==> src/rtl/wpc_pkg.sv <==
package wpc_pkg;
  typedef enum logic [2:0] {
    CMD_NONE  = 3'd0,
    CMD_WREN  = 3'd1,
    CMD_WRDI  = 3'd2,
    CMD_WRSR  = 3'd3,
    CMD_WRITE = 3'd4,
    CMD_READ  = 3'd5
  } wpc_cmd_e;

  localparam int STAT_W = 8;
endpackage

==> src/rtl/wpc_region_chk.sv <==
module wpc_region_chk #(
  parameter int ADDR_W = 14
) (
  input  logic [1:0]        bp,
  input  logic [ADDR_W-1:0] addr,
  output logic              locked
);
  // upper quarter / upper half / whole array, keyed on the top address bits
  always_comb begin
    case (bp)
      2'd0:    locked = 1'b0;
      2'd1:    locked = &addr[ADDR_W-1 -: 2];
      2'd2:    locked = addr[ADDR_W-1];
      default: locked = 1'b1;
    endcase
  end
endmodule

==> src/rtl/wpc_cycle_timer.sv <==
module wpc_cycle_timer #(
  parameter int CYCLES = 1250000,
  localparam int CW = (CYCLES > 1) ? $clog2(CYCLES) : 1
) (
  input  logic          clk,
  input  logic          rst_n,
  input  logic          start,
  output logic          busy,
  output logic [CW-1:0] cnt,
  output logic          done
);
  logic          busy_q, busy_d;
  logic [CW-1:0] cnt_q, cnt_d;

  assign done = busy_q && (cnt_q == CW'(CYCLES - 1));

  always_comb begin
    busy_d = busy_q;
    cnt_d  = cnt_q;
    if (start) begin
      busy_d = 1'b1;
      cnt_d  = '0;
    end else if (done) begin
      busy_d = 1'b0;
      cnt_d  = '0;
    end else if (busy_q) begin
      cnt_d  = cnt_q + 1'b1;
    end
  end

  always_ff @(posedge clk or negedge rst_n) begin
    if (!rst_n) begin
      busy_q <= 1'b0;
      cnt_q  <= '0;
    end else begin
      busy_q <= busy_d;
      cnt_q  <= cnt_d;
    end
  end

  assign busy = busy_q;
  assign cnt  = cnt_q;

  a_r10_cnt_bound: assert property (@(posedge clk) disable iff (!rst_n)
    busy_q |-> (cnt_q <= CW'(CYCLES - 1)));
  a_r10_no_restart: assert property (@(posedge clk) disable iff (!rst_n)
    start |-> !busy_q);
endmodule

==> src/rtl/wpc_page_buf.sv <==
module wpc_page_buf #(
  parameter int PAGE_BYTES = 32,
  localparam int OW = $clog2(PAGE_BYTES)
) (
  input  logic          clk,
  input  logic          rst_n,
  input  logic          clear,
  input  logic          wr_en,
  input  logic [OW-1:0] wr_off,
  input  logic [7:0]    wr_data,
  input  logic [OW-1:0] rd_off,
  output logic [7:0]    rd_data,
  output logic          rd_vld
);
  logic [7:0]            data_q [PAGE_BYTES];
  logic [PAGE_BYTES-1:0] vld_q;

  for (genvar g = 0; g < PAGE_BYTES; g++) begin : g_slot
    logic hit;
    assign hit = wr_en && (wr_off == OW'(g));

    always_ff @(posedge clk) begin
      if (hit) data_q[g] <= wr_data;
    end

    always_ff @(posedge clk or negedge rst_n) begin
      if (!rst_n)     vld_q[g] <= 1'b0;
      else if (clear) vld_q[g] <= 1'b0;
      else if (hit)   vld_q[g] <= 1'b1;
    end
  end

  assign rd_data = data_q[rd_off];
  assign rd_vld  = vld_q[rd_off];
endmodule

==> src/rtl/wprot_ctrl.sv <==
module wprot_ctrl
  import wpc_pkg::*;
#(
  parameter int ADDR_W       = 14,
  parameter int PAGE_BYTES   = 32,
  parameter int WRITE_CYCLES = 1250000
) (
  input  logic              clk,
  input  logic              rst_n,
  input  logic              cs_n,
  input  logic              wp_n,
  input  logic              cmd_valid,
  input  logic [2:0]        cmd_code,
  input  logic              addr_valid,
  input  logic [ADDR_W-1:0] addr,
  input  logic              byte_valid,
  input  logic [7:0]        byte_data,
  input  logic              partial_byte,
  output logic [7:0]        status,
  output logic              busy,
  output logic              wr_grant,
  output logic              wr_deny,
  output logic              arr_we,
  output logic [ADDR_W-1:0] arr_addr,
  output logic [7:0]        arr_wdata
);
  localparam int OW = $clog2(PAGE_BYTES);
  localparam int CW = (WRITE_CYCLES > 1) ? $clog2(WRITE_CYCLES) : 1;

  // frame record
  logic              cs_q, open_q, open_d;
  wpc_cmd_e          cmd_q, cmd_d;
  logic [ADDR_W-1:0] fa_q, fa_d;
  logic              has_a_q, has_a_d;
  logic [OW-1:0]     off_q, off_d;
  logic              got_q, got_d;
  logic              wplo_q, wplo_d;
  logic [7:0]        sr_q, sr_d;
  // status and result
  logic              wel_q, wel_d, wpen_q, wpen_d;
  logic [1:0]        bp_q, bp_d;
  logic              gnt_q, gnt_d, dny_q, dny_d, ksr_q, ksr_d;

  logic              cs_fall, cs_rise, take, locked, start, clr, bwr;
  logic              t_busy, t_done, rd_vld;
  logic [CW-1:0]     t_cnt;
  logic [7:0]        rd_data;
  wpc_cmd_e          cmd_now;

  assign cs_fall = !cs_n && cs_q;
  assign cs_rise = cs_n && !cs_q;
  assign take    = !cs_n && (open_q || cs_fall) && !t_busy;
  assign cmd_now = wpc_cmd_e'(cmd_code);

  wpc_region_chk #(.ADDR_W(ADDR_W)) u_region (
    .bp(bp_q), .addr(fa_q), .locked(locked));

  wpc_cycle_timer #(.CYCLES(WRITE_CYCLES)) u_timer (
    .clk(clk), .rst_n(rst_n), .start(start),
    .busy(t_busy), .cnt(t_cnt), .done(t_done));

  wpc_page_buf #(.PAGE_BYTES(PAGE_BYTES)) u_page (
    .clk(clk), .rst_n(rst_n), .clear(clr), .wr_en(bwr), .wr_off(off_q),
    .wr_data(byte_data), .rd_off(t_cnt[OW-1:0]), .rd_data(rd_data), .rd_vld(rd_vld));

  always_comb begin
    open_d = open_q;  cmd_d = cmd_q;  fa_d = fa_q;  has_a_d = has_a_q;
    off_d  = off_q;   got_d = got_q;  wplo_d = wplo_q;  sr_d = sr_q;
    wel_d  = wel_q;   wpen_d = wpen_q;  bp_d = bp_q;  ksr_d = ksr_q;
    gnt_d  = 1'b0;    dny_d = 1'b0;   start = 1'b0;  clr = 1'b0;  bwr = 1'b0;

    if (cs_fall) begin
      open_d = 1'b1;  cmd_d = CMD_NONE;  has_a_d = 1'b0;
      got_d  = 1'b0;  wplo_d = 1'b0;
    end
    if (!cs_n && !wp_n) wplo_d = 1'b1;
    if (take && cmd_valid) begin
      cmd_d = cmd_now;
      if (cmd_now == CMD_WRITE) clr = 1'b1;
    end
    if (take && addr_valid && cmd_q == CMD_WRITE) begin
      fa_d = addr;  off_d = addr[OW-1:0];  has_a_d = 1'b1;
    end
    if (take && byte_valid) begin
      if (cmd_q == CMD_WRITE && has_a_q) begin
        bwr = 1'b1;  off_d = off_q + 1'b1;  got_d = 1'b1;
      end else if (cmd_q == CMD_WRSR) begin
        sr_d = byte_data;  got_d = 1'b1;
      end
    end

    if (cs_rise) begin
      open_d = 1'b0;
      if (open_q && !t_busy) begin
        case (cmd_q)
          CMD_WREN: wel_d = 1'b1;
          CMD_WRDI: wel_d = 1'b0;
          CMD_WRITE, CMD_WRSR: begin
            if (wel_q && got_q && !partial_byte &&
                ((cmd_q == CMD_WRITE) ? !locked : !(wpen_q && wplo_q))) begin
              start = 1'b1;  gnt_d = 1'b1;  ksr_d = (cmd_q == CMD_WRSR);
            end else begin
              dny_d = 1'b1;
            end
          end
          default: ;
        endcase
      end
    end

    if (t_done) begin
      wel_d = 1'b0;
      if (ksr_q) begin
        bp_d = sr_q[3:2];  wpen_d = sr_q[7];
      end
    end
  end

  always_ff @(posedge clk or negedge rst_n) begin
    if (!rst_n) begin
      cs_q <= 1'b1;  open_q <= 1'b0;  cmd_q <= CMD_NONE;  fa_q <= '0;
      has_a_q <= 1'b0;  off_q <= '0;  got_q <= 1'b0;  wplo_q <= 1'b0;
      sr_q <= '0;  wel_q <= 1'b0;  wpen_q <= 1'b0;  bp_q <= '0;
      gnt_q <= 1'b0;  dny_q <= 1'b0;  ksr_q <= 1'b0;
    end else begin
      cs_q <= cs_n;  open_q <= open_d;  cmd_q <= cmd_d;  fa_q <= fa_d;
      has_a_q <= has_a_d;  off_q <= off_d;  got_q <= got_d;  wplo_q <= wplo_d;
      sr_q <= sr_d;  wel_q <= wel_d;  wpen_q <= wpen_d;  bp_q <= bp_d;
      gnt_q <= gnt_d;  dny_q <= dny_d;  ksr_q <= ksr_d;
    end
  end

  assign status    = {wpen_q, 3'b000, bp_q, wel_q, t_busy};
  assign busy      = t_busy;
  assign wr_grant  = gnt_q;
  assign wr_deny   = dny_q;
  assign arr_we    = t_busy && !ksr_q && (t_cnt < CW'(PAGE_BYTES)) && rd_vld;
  assign arr_addr  = {fa_q[ADDR_W-1:OW], t_cnt[OW-1:0]};
  assign arr_wdata = rd_data;

  a_r3_grant_needs_wel: assert property (@(posedge clk) disable iff (!rst_n)
    wr_grant |-> $past(wel_q));
  a_r10_grant_busy: assert property (@(posedge clk) disable iff (!rst_n)
    wr_grant |-> busy);
  a_r10_wel_clear_end: assert property (@(posedge clk) disable iff (!rst_n)
    $fell(busy) |-> !status[1]);
  a_r8_commit_in_cycle: assert property (@(posedge clk) disable iff (!rst_n)
    arr_we |-> busy);
  a_r9_grant_deny_excl: assert property (@(posedge clk) disable iff (!rst_n)
    !(wr_grant && wr_deny));
  a_r4_no_locked_commit: assert property (@(posedge clk) disable iff (!rst_n)
    arr_we |-> !locked);
  a_r11_status_held_busy: assert property (@(posedge clk) disable iff (!rst_n)
    (busy && $past(busy)) |-> ($stable(status[7:2])));
endmodule

==> config.mk <==
export PLATFORM = sky130hd
export DESIGN_NAME = wprot_ctrl
export DESIGN_NICKNAME = d
export VERILOG_FILES = /design/src/rtl/wpc_pkg.sv /design/src/rtl/wpc_region_chk.sv /design/src/rtl/wpc_cycle_timer.sv /design/src/rtl/wpc_page_buf.sv /design/src/rtl/wprot_ctrl.sv
export SDC_FILE = /design/constraint.sdc
export NUM_CORES = 1
export LEC_CHECK = 0
export BUFFER_PORTS_ARGS = -buffer_cell sky130_fd_sc_hd__buf_2
export CAP_MARGIN = 20
export CORE_ASPECT_RATIO = 1.2
export CORE_MARGIN = 8
export CORE_UTILIZATION = 45
export DETAILED_ROUTE_END_ITERATION = 10
export PLACE_DENSITY_LB_ADDON = 0.08
export SLEW_MARGIN = 10
export SYNTH_ARGS = -nofsm -noshare
export SYNTH_HDL_FRONTEND = slang
export SYNTH_SLANG_ARGS = --single-unit
==> constraint.sdc <==
create_clock -name clk -period 6.7 [get_ports clk]
set_input_delay 0.335 -clock clk [delete_from_list [all_inputs] [get_ports clk]]
set_output_delay 0.335 -clock clk [all_outputs]
set_load 0.005 [all_outputs]
==> impl_metrics.sql, run 1 <==
INSERT INTO impl_metrics (metric_group, metric, value, unit) VALUES
('flow_run', 'count_of_max_cap_constraint_violations', '0', ''),
('timing', 'period_share', '0.623', ''),
('critical_path', 'crit_arrival', '3840', 'ps'),
('die', 'start_util', '0.454', ''),
('timing', 'final_skew', '16.3', 'ps'),
('power_and_ir_drop', 'power.share.clock', '0.461', ''),
('global_route', 'grt_pass1_wl', '49.9', 'mm'),
('synthesis', 'synth_enable_flop_cells', '256', ''),
('clock_network', 'numClockSinks', '342', ''),
('routing', 'post-route-drc-count', '0', ''),
('critical_path', 'critical_path_peak_fanout', '43', ''),
('timing', 'worst_hold_slack', '52.7', 'ps'),
('synthesis', 'postSynth.topFlopCell', 'sky130_fd_sc_hd__edfxtp_1', ''),
('routing', 'detailroute.via_count', '7525', ''),
('placement', 'place.gp.congestion', '0.824', ''),
('die', 'dieWidth', '178', 'um'),
('synthesis', 'synthXorXnorAreaFrac', '0.000620', ''),
('routing', 'drt_first_iter_violations', '501', ''),
('worst_hold_path', 'worstHoldPathType', 'input pin to flip-flop', ''),
('synthesis', 'synth-simple-area-share', '0.0607', ''),
('critical_path', 'worst-path-stages', '5', ''),
('status', 'status', 'completed', ''),
('timing', 'final-setup-viol-count', '0', ''),
('timing', 'timing_worst_slew_pin_value', '932', 'ps'),
('synthesis', 'avgSynthCellArea', '17.9', 'um^2'),
('global_route', 'total_grt_usage', '0.179', ''),
('clock_network', 'clkSlewWorstSetupHoldPaths', '60', 'ps'),
('worst_hold_path', 'min_delay_path_depth', '2', ''),
('final_layout', 'final_nets', '927', ''),
('die', 'site_rows', '71', ''),
('critical_path', 'timing.critical_path.required', '6360', 'ps'),
('critical_path', 'crit_path_top_delay_cell', 'sky130_fd_sc_hd__dfrtp_4', ''),
('global_route', 'grt_use_met2', '0.302', ''),
('power_and_ir_drop', 'p_sw', '0.000837', 'W'),
('final_layout', 'antenna_cells', '0', ''),
('synthesis', 'synthCells', '789', ''),
('power_and_ir_drop', 'sequential_share_of_power', '0.527', ''),
('synthesis', 'portion_of_netlist_area_occupied_by_mux_cells', '0.165', ''),
('critical_path', 'timing.critical_path.to_type', 'output port', ''),
('critical_path', 'timing.critical_path.mode_cell', 'sky130_fd_sc_hd__mux4_2', ''),
('routing', 'vias_per_cell', '5.73', ''),
('timing', 'timing.slew.headroom', '0.379', ''),
('critical_path', 'worst_r2r_path_depth', '7', ''),
('die', 'core', '31100', 'um^2'),
('power_and_ir_drop', 'internal_power', '0.00350', 'W'),
('power_and_ir_drop', 'leakage', '5.87', 'nW'),
('critical_path', 'critPathMaxStageDelay', '1000', 'ps'),
('final_layout', 'layout-drive-gt1-share', '0.303', ''),
('global_route', 'grt_start_max_net_pins', '80', ''),
('routing', 'postRouteWirelength', '32.9', 'mm'),
('synthesis', 'ys.warnings.count', '0', ''),
('timing', 'tns', '0', 'ps'),
('final_layout', 'stdcell_count', '1313', ''),
('die', 'ioPinCount', '67', ''),
('global_route', 'first_global_vias', '8163', ''),
('global_route', 'antenna_violations_before_repair', '0', ''),
('clock_network', 'clock_tree.root_cell', 'sky130_fd_sc_hd__clkbuf_16', ''),
('timing', 'setup_repair_after_global_routing_missed_its_margin', 'no', ''),
('timing', 'timing.fmax', '240', 'MHz'),
('die', 'die_h', '210', 'um'),
('clock_network', 'cts.repair_timing.setup_buffer_count', '0', ''),
('timing', 'timing.final.crit_period', '4170', 'ps'),
('critical_path', 'worst-path-buf-inv', '2', ''),
('routing', 'postRouteAntennaNets', '0', ''),
('timing', 'slew_violations', '0', ''),
('synthesis', 'post_synthesis_sequential_area_ratio', '0.697', ''),
('synthesis', 'compound_gate_fraction_of_synth_area', '0.0439', ''),
('critical_path', 'startpoint_type_of_the_worst_setup_path', 'flip-flop', ''),
('clock_network', 'tritoncts', 'done', ''),
('clock_network', 'htree_num_levels', '2', ''),
('power_and_ir_drop', 'netSwitchingFraction', '0.193', '');
-- cell families after synthesis --
family | count (synthesis)
buffers and inverters | 66
other | 1
and+or+nand+nor | 160
muxes | 119
xor gates and xnor gates | 1
adders and majority gates | 9
DFF | 342
AOI/OAI and AO/OA | 91
-- worst reg2reg max path, delay by kind of cell, from the launching register on --
| kind | cells | cell delay, ps |
|---|---|---|
| buffers and inverters | 1 | 740 |
| AOI/OAI and AO/OA | 1 | 80 |
| adders and majority gates | 1 | 320 |
| and+or+nand+nor | 4 | 1490 |
| DFF | 1 | 1000 |
-- cells in the mapped netlist (8+ instances only) --
cell type                  instances  area, um^2
sky130_fd_sc_hd__a21oi_1          18        90.1
sky130_fd_sc_hd__buf_4            15         113
sky130_fd_sc_hd__clkbuf_1         17        63.8
sky130_fd_sc_hd__dfrtp_1          85        2130
sky130_fd_sc_hd__edfxtp_1        256        7690
sky130_fd_sc_hd__ha_1              9         113
sky130_fd_sc_hd__inv_1            18        67.6
sky130_fd_sc_hd__mux2_2           22         248
sky130_fd_sc_hd__mux4_2           88        1980
sky130_fd_sc_hd__nand2_1          35         131
sky130_fd_sc_hd__nand3_1          20         100
sky130_fd_sc_hd__nand4_1           8        50.1
sky130_fd_sc_hd__nor2_1           37         139
sky130_fd_sc_hd__nor3_1            8        40.0
sky130_fd_sc_hd__o21a_1           32         240
sky130_fd_sc_hd__o21ai_0          11        55.1
sky130_fd_sc_hd__or3_1            11        68.8
-- through the flow --
step                      power [W]   util  area (um^2)
after floorplan             0.00233      -        14100
after global placement      0.00237  0.479        14900
after detailed placement    0.00238  0.481        14900
after CTS                   0.00439  0.520        16200
after global routing        0.00447  0.521        16200
final                       0.00434  0.521        16200
-- cell type report --
cell class / count / area, um^2
flip-flops and latches: 342 / 9850
clock buffers: 43 / 948
repair buffers: 103 / 657
well taps: 401 / 502
inverters: 19 / 71.3
fillers: 2504 / 14900
multi-input cells: 383 / 3930
clock inverters: 22 / 236
-- timing repair --
| item | CTS | global route |
|---|---|---|
| hold buffers | 3 | 0 |
| setup endpoints to repair | 0 | 0 |
| endpoints found under the hold margin | 9 | 0 |
| resized for setup | 0 | 0 |
-- path summary, 6_finish.rpt --
path / start / end / slack (ps)
min in group asynchronous: rst_n / fa_q[8] / 170
hold / removal: addr[8] / fa_q[8] / 50
hold reg to reg: u_page.vld_q[26] / u_page.vld_q[26] / 480
setup / recovery: u_timer.cnt[0] / arr_wdata[4] / 2530
max in group asynchronous: rst_n / cs_q / 5670
setup reg to reg: u_timer.cnt[0] / u_timer.cnt[18] / 3010
-- cell usage in the layout (no fill, tap or decap), drive strengths merged, types with 21 or more instances in the layout --
cell type / count
buf: 100
clkbuf: 43
dfrtp: 85
edfxtp: 256
inv: 21
mux2: 25
mux4: 88
nand2: 35
nand3: 21
nor2: 37
o21a: 32
-- state kept, by name, summed over array words and instances (netlist names) --
signal         flops
fa_q               9
u_page.vld_q      32
bp_q               2
ksr_q              1
wel_q              1
got_q              1
cs_q               1
u_page.data_q    256
wplo_q             1
wpen_q             1
wr_deny            1
open_q             1
cmd_q              3
u_timer.busy       1
off_q              5
sr_q               3
u_timer.cnt       21
has_a_q            1
wr_grant           1
-- metal layers --
layer,share of wire,vias to the layer above,routed length [um]
met5,0,-,0
met4,0.029,0,952
met3,0.049,55,1620
met2,0.50,222,16500
met1,0.42,3930,13800
li1,-,3318,-
-- power groups by stage --
stage / clock network [W] / logic (W) / registers [W]
floorplan: 0 / 0.00000631 / 0.00233
global placement: 0 / 0.0000470 / 0.00233
detailed placement: 0 / 0.0000506 / 0.00233
CTS: 0.00205 / 0.0000519 / 0.00228
global route: 0.00213 / 0.0000593 / 0.00228
finish: 0.00200 / 0.0000523 / 0.00228
(Power assumes the default switching activity.)
==> inputs of run 2 (changes only) <==
==> constraint.sdc (replaced) <==
create_clock -name clk -period 4 [get_ports clk]
set_input_delay 0.2 -clock clk [delete_from_list [all_inputs] [get_ports clk]]
set_output_delay 0.2 -clock clk [all_outputs]
set_load 0.005 [all_outputs]
==> run 2 against run 1 <==
  * Flip-flop and latch count unchanged
  * Power increased by 63%
  * Core utilization increased by 0.15 points
  * Clock power increased by 57%
  * Die area unchanged
  * First-iteration DRC count increased by 3.0%
  * Clock skew increased by 1.7 ps
  * Register-to-register slack got worse by 2100 ps
  * Sequential power increased by 68%
  * Sequential share of layout area decreased by 0.17 points
  * Via count increased by 1.9%
  * Worst setup slack got worse by 1900 ps
  * Highest routed layer unchanged
==> impl_metrics.sql, run 2 (synthesis results as in run 1) <==
INSERT INTO impl_metrics (metric_group, metric, value, unit) VALUES
('power_and_ir_drop', 'peakVddDrop', '231', 'uV'),
('global_route', 'grt_pass1_wl', '50.3', 'mm'),
('critical_path', 'critPathMaxStageDelay', '850', 'ps'),
('timing', 'timing.fmax', '294', 'MHz'),
('routing', 'postRouteWirelength', '32.8', 'mm'),
('critical_path', 'crit_arrival', '3200', 'ps'),
('routing', 'route.detailed.wl_per_inst', '24.9', 'um'),
('global_route', 'grt_start_max_net_pins', '66', ''),
('placement', 'io_buffers', '63', ''),
('critical_path', 'timing.critical_path.required', '3800', 'ps'),
('clock_network', 'hold_buffers', '21', ''),
('routing', 'detailroute.via_count', '7669', ''),
('clock_network', 'tritoncts', 'done', ''),
('final_layout', 'mostFrequentLayoutCells', '256 x sky130_fd_sc_hd__edfxtp_1, 88 x sky130_fd_sc_hd__mux4_2, 83 x sky130_fd_sc_hd__dfrtp_1', ''),
('critical_path', 'startpoint_type_of_the_worst_setup_path', 'flip-flop', ''),
('final_layout', 'synthToLayoutAreaGrowth', '15.0', '%'),
('final_layout', 'antenna_cells', '0', ''),
('routing', 'drtPass1Iterations', '6', ''),
('global_route', 'globalRoute.totalOverflow', '0', ''),
('die', 'die_area', '37300', 'um^2'),
('timing', 'worst_hold_slack', '58.6', 'ps'),
('critical_path', 'worst_setup_path_startpoint', 'u_timer.cnt[0]', ''),
('critical_path', 'timing.critical_path.mode_cell', 'sky130_fd_sc_hd__mux4_2', ''),
('critical_path', 'worst-path-buf-inv', '2', ''),
('die', 'start_util', '0.454', ''),
('clock_network', 'clock_tree.root_cell', 'sky130_fd_sc_hd__clkbuf_16', ''),
('worst_hold_path', 'worstHoldPathType', 'input pin to flip-flop', ''),
('timing', 'final_hold_viol_count', '0', ''),
('clock_network', 'cts_buffer_depth', '3', ''),
('status', 'status', 'completed', ''),
('die', 'dieWidth', '178', 'um'),
('global_route', 'antenna_violations_before_repair', '1', ''),
('final_layout', 'regMostFlops', 'u_page.data_q', ''),
('global_route', 'total_grt_usage', '0.180', ''),
('timing', 'final_skew', '18.0', 'ps'),
('power_and_ir_drop', 'leakage', '5.86', 'nW'),
('critical_path', 'regToRegStartpoint', 'cs_q', ''),
('routing', 'vias_per_cell', '5.81', ''),
('critical_path', 'critical_path_peak_fanout', '32', ''),
('final_layout', 'largest_register_ffs', '256', ''),
('critical_path', 'path_cells', 'buf_4 -> mux4_2 -> mux4_2 -> mux2_2 -> buf_2', ''),
('timing', 'final-setup-viol-count', '0', ''),
('timing', 'timing_worst_slew_pin_value', '1090', 'ps'),
('worst_hold_path', 'worst_min_delay_path_startpoint', 'addr[4]', ''),
('die', 'die_h', '210', 'um'),
('routing', 'postRouteAntennaNets', '0', ''),
('final_layout', 'final_nets', '935', ''),
('clock_network', 'clkSlewWorstSetupHoldPaths', '60', 'ps'),
('critical_path', 'worst_r2r_path_depth', '5', ''),
('timing', 'period_share', '0.851', ''),
('timing', 'slew_violations', '0', ''),
('routing', 'post-route-drc-count', '0', ''),
('critical_path', 'crit_path_top_delay_cell', 'sky130_fd_sc_hd__dfrtp_4', ''),
('timing', 'timing.slew.headroom', '0.267', ''),
('worst_hold_path', 'min_to', 'off_q[4]', ''),
('die', 'site_rows', '71', ''),
('clock_network', 'cts.repair_timing.setup_buffer_count', '0', ''),
('global_route', 'first_global_vias', '8033', ''),
('final_layout', 'utilization', '0.522', ''),
('clock_network', 'cts-resized-gates', '0', ''),
('clock_network', 'cts_made_buffers', '35', ''),
('timing', 'setup_repair_after_global_routing_missed_its_margin', 'no', ''),
('critical_path', 'worst-setup-path-type', 'flip-flop to output port', ''),
('critical_path', 'timing.critical_path.to_type', 'output port', ''),
('worst_hold_path', 'min_delay_path_depth', '4', ''),
('routing', 'drt_first_iter_violations', '516', ''),
('clock_network', 'numClockSinks', '342', ''),
('final_layout', 'layout-drive-gt1-share', '0.290', ''),
('final_layout', 'mostFrequentLayoutCell', 'sky130_fd_sc_hd__edfxtp_1', ''),
('flow_run', 'count_of_max_cap_constraint_violations', '0', ''),
('timing', 'timing.final.crit_period', '3400', 'ps'),
('timing', 'tns', '0', 'ps'),
('critical_path', 'r2r_slack', '950', 'ps'),
('power_and_ir_drop', 'pwr_density_cell', '435', 'nW/um^2'),
('critical_path', 'critical_path.top_delay_family', 'multiplexers', ''),
('die', 'core', '31100', 'um^2'),
('placement', 'place.gp.congestion', '0.848', ''),
('placement', 'detailed_place_hpwl', '20.6', 'mm'),
('critical_path', 'endpoint_of_the_most_critical_register_to_register_path', 'u_page.data_q[19][0]', ''),
('die', 'ioPinCount', '67', ''),
('clock_network', 'clk_latency', '520', 'ps'),
('clock_network', 'htree_num_levels', '2', '');
## run 2: worst min-delay path: stages
cell	delay, ps
sky130_fd_sc_hd__buf_2	90
sky130_fd_sc_hd__mux2_2	140
sky130_fd_sc_hd__nand2_1	40
sky130_fd_sc_hd__o21ai_0	50
## run 2: worst max-delay path by stage
| stage | to | cells after the start |
|---|---|---|
| final | arr_wdata[0] | 5 |
| after detailed placement | u_page.data_q[18][3] | 5 |
| after CTS | arr_wdata[0] | 5 |
| after global placement | u_page.data_q[1][1] | 5 |
| after global routing | arr_wdata[0] | 5 |
| after floorplan | u_page.data_q[16][0] | 6 |
## run 2: where the power goes
group	total (W)	internal (W)	switching, W	leakage, nW
sequential	0.00383	0.00382	0.00000182	3.41
clock	0.00314	0.00184	0.00130	0.542
combinational	0.0000999	0.0000284	0.0000715	1.91
total	0.00706	0.00569	0.00137	5.86
## run 2: routing by layer
layer / global-route usage / vias up / share of wire
met3: 0.0299 / 40 / 0.047
met2: 0.295 / 210 / 0.50
li1: - / 3331 / -
met5: 0 / - / 0
met1: 0.248 / 4088 / 0.44
met4: 0.0446 / 0 / 0.017
## run 2: layout make-up
type	instances	area, um^2
Fill cell	2532	14900
Clock buffer	45	966
Clock inverter	17	139
Sequential cell	342	9850
Inverter	19	71.3
Tap cell	401	502
Timing Repair Buffer	112	783
Multi-Input combinational cell	383	3930
## run 2: through the flow
stage	setup slack [ps]	instances	total power [W]	instance area [um^2]
finish	597	1319	0.00706	16200
global route	441	1319	0.00729	16200
CTS	524	1317	0.00716	16200
detailed placement	948	1234	0.00399	14900
global placement	1040	1234	0.00398	14900
floorplan	1580	791	0.00391	14100
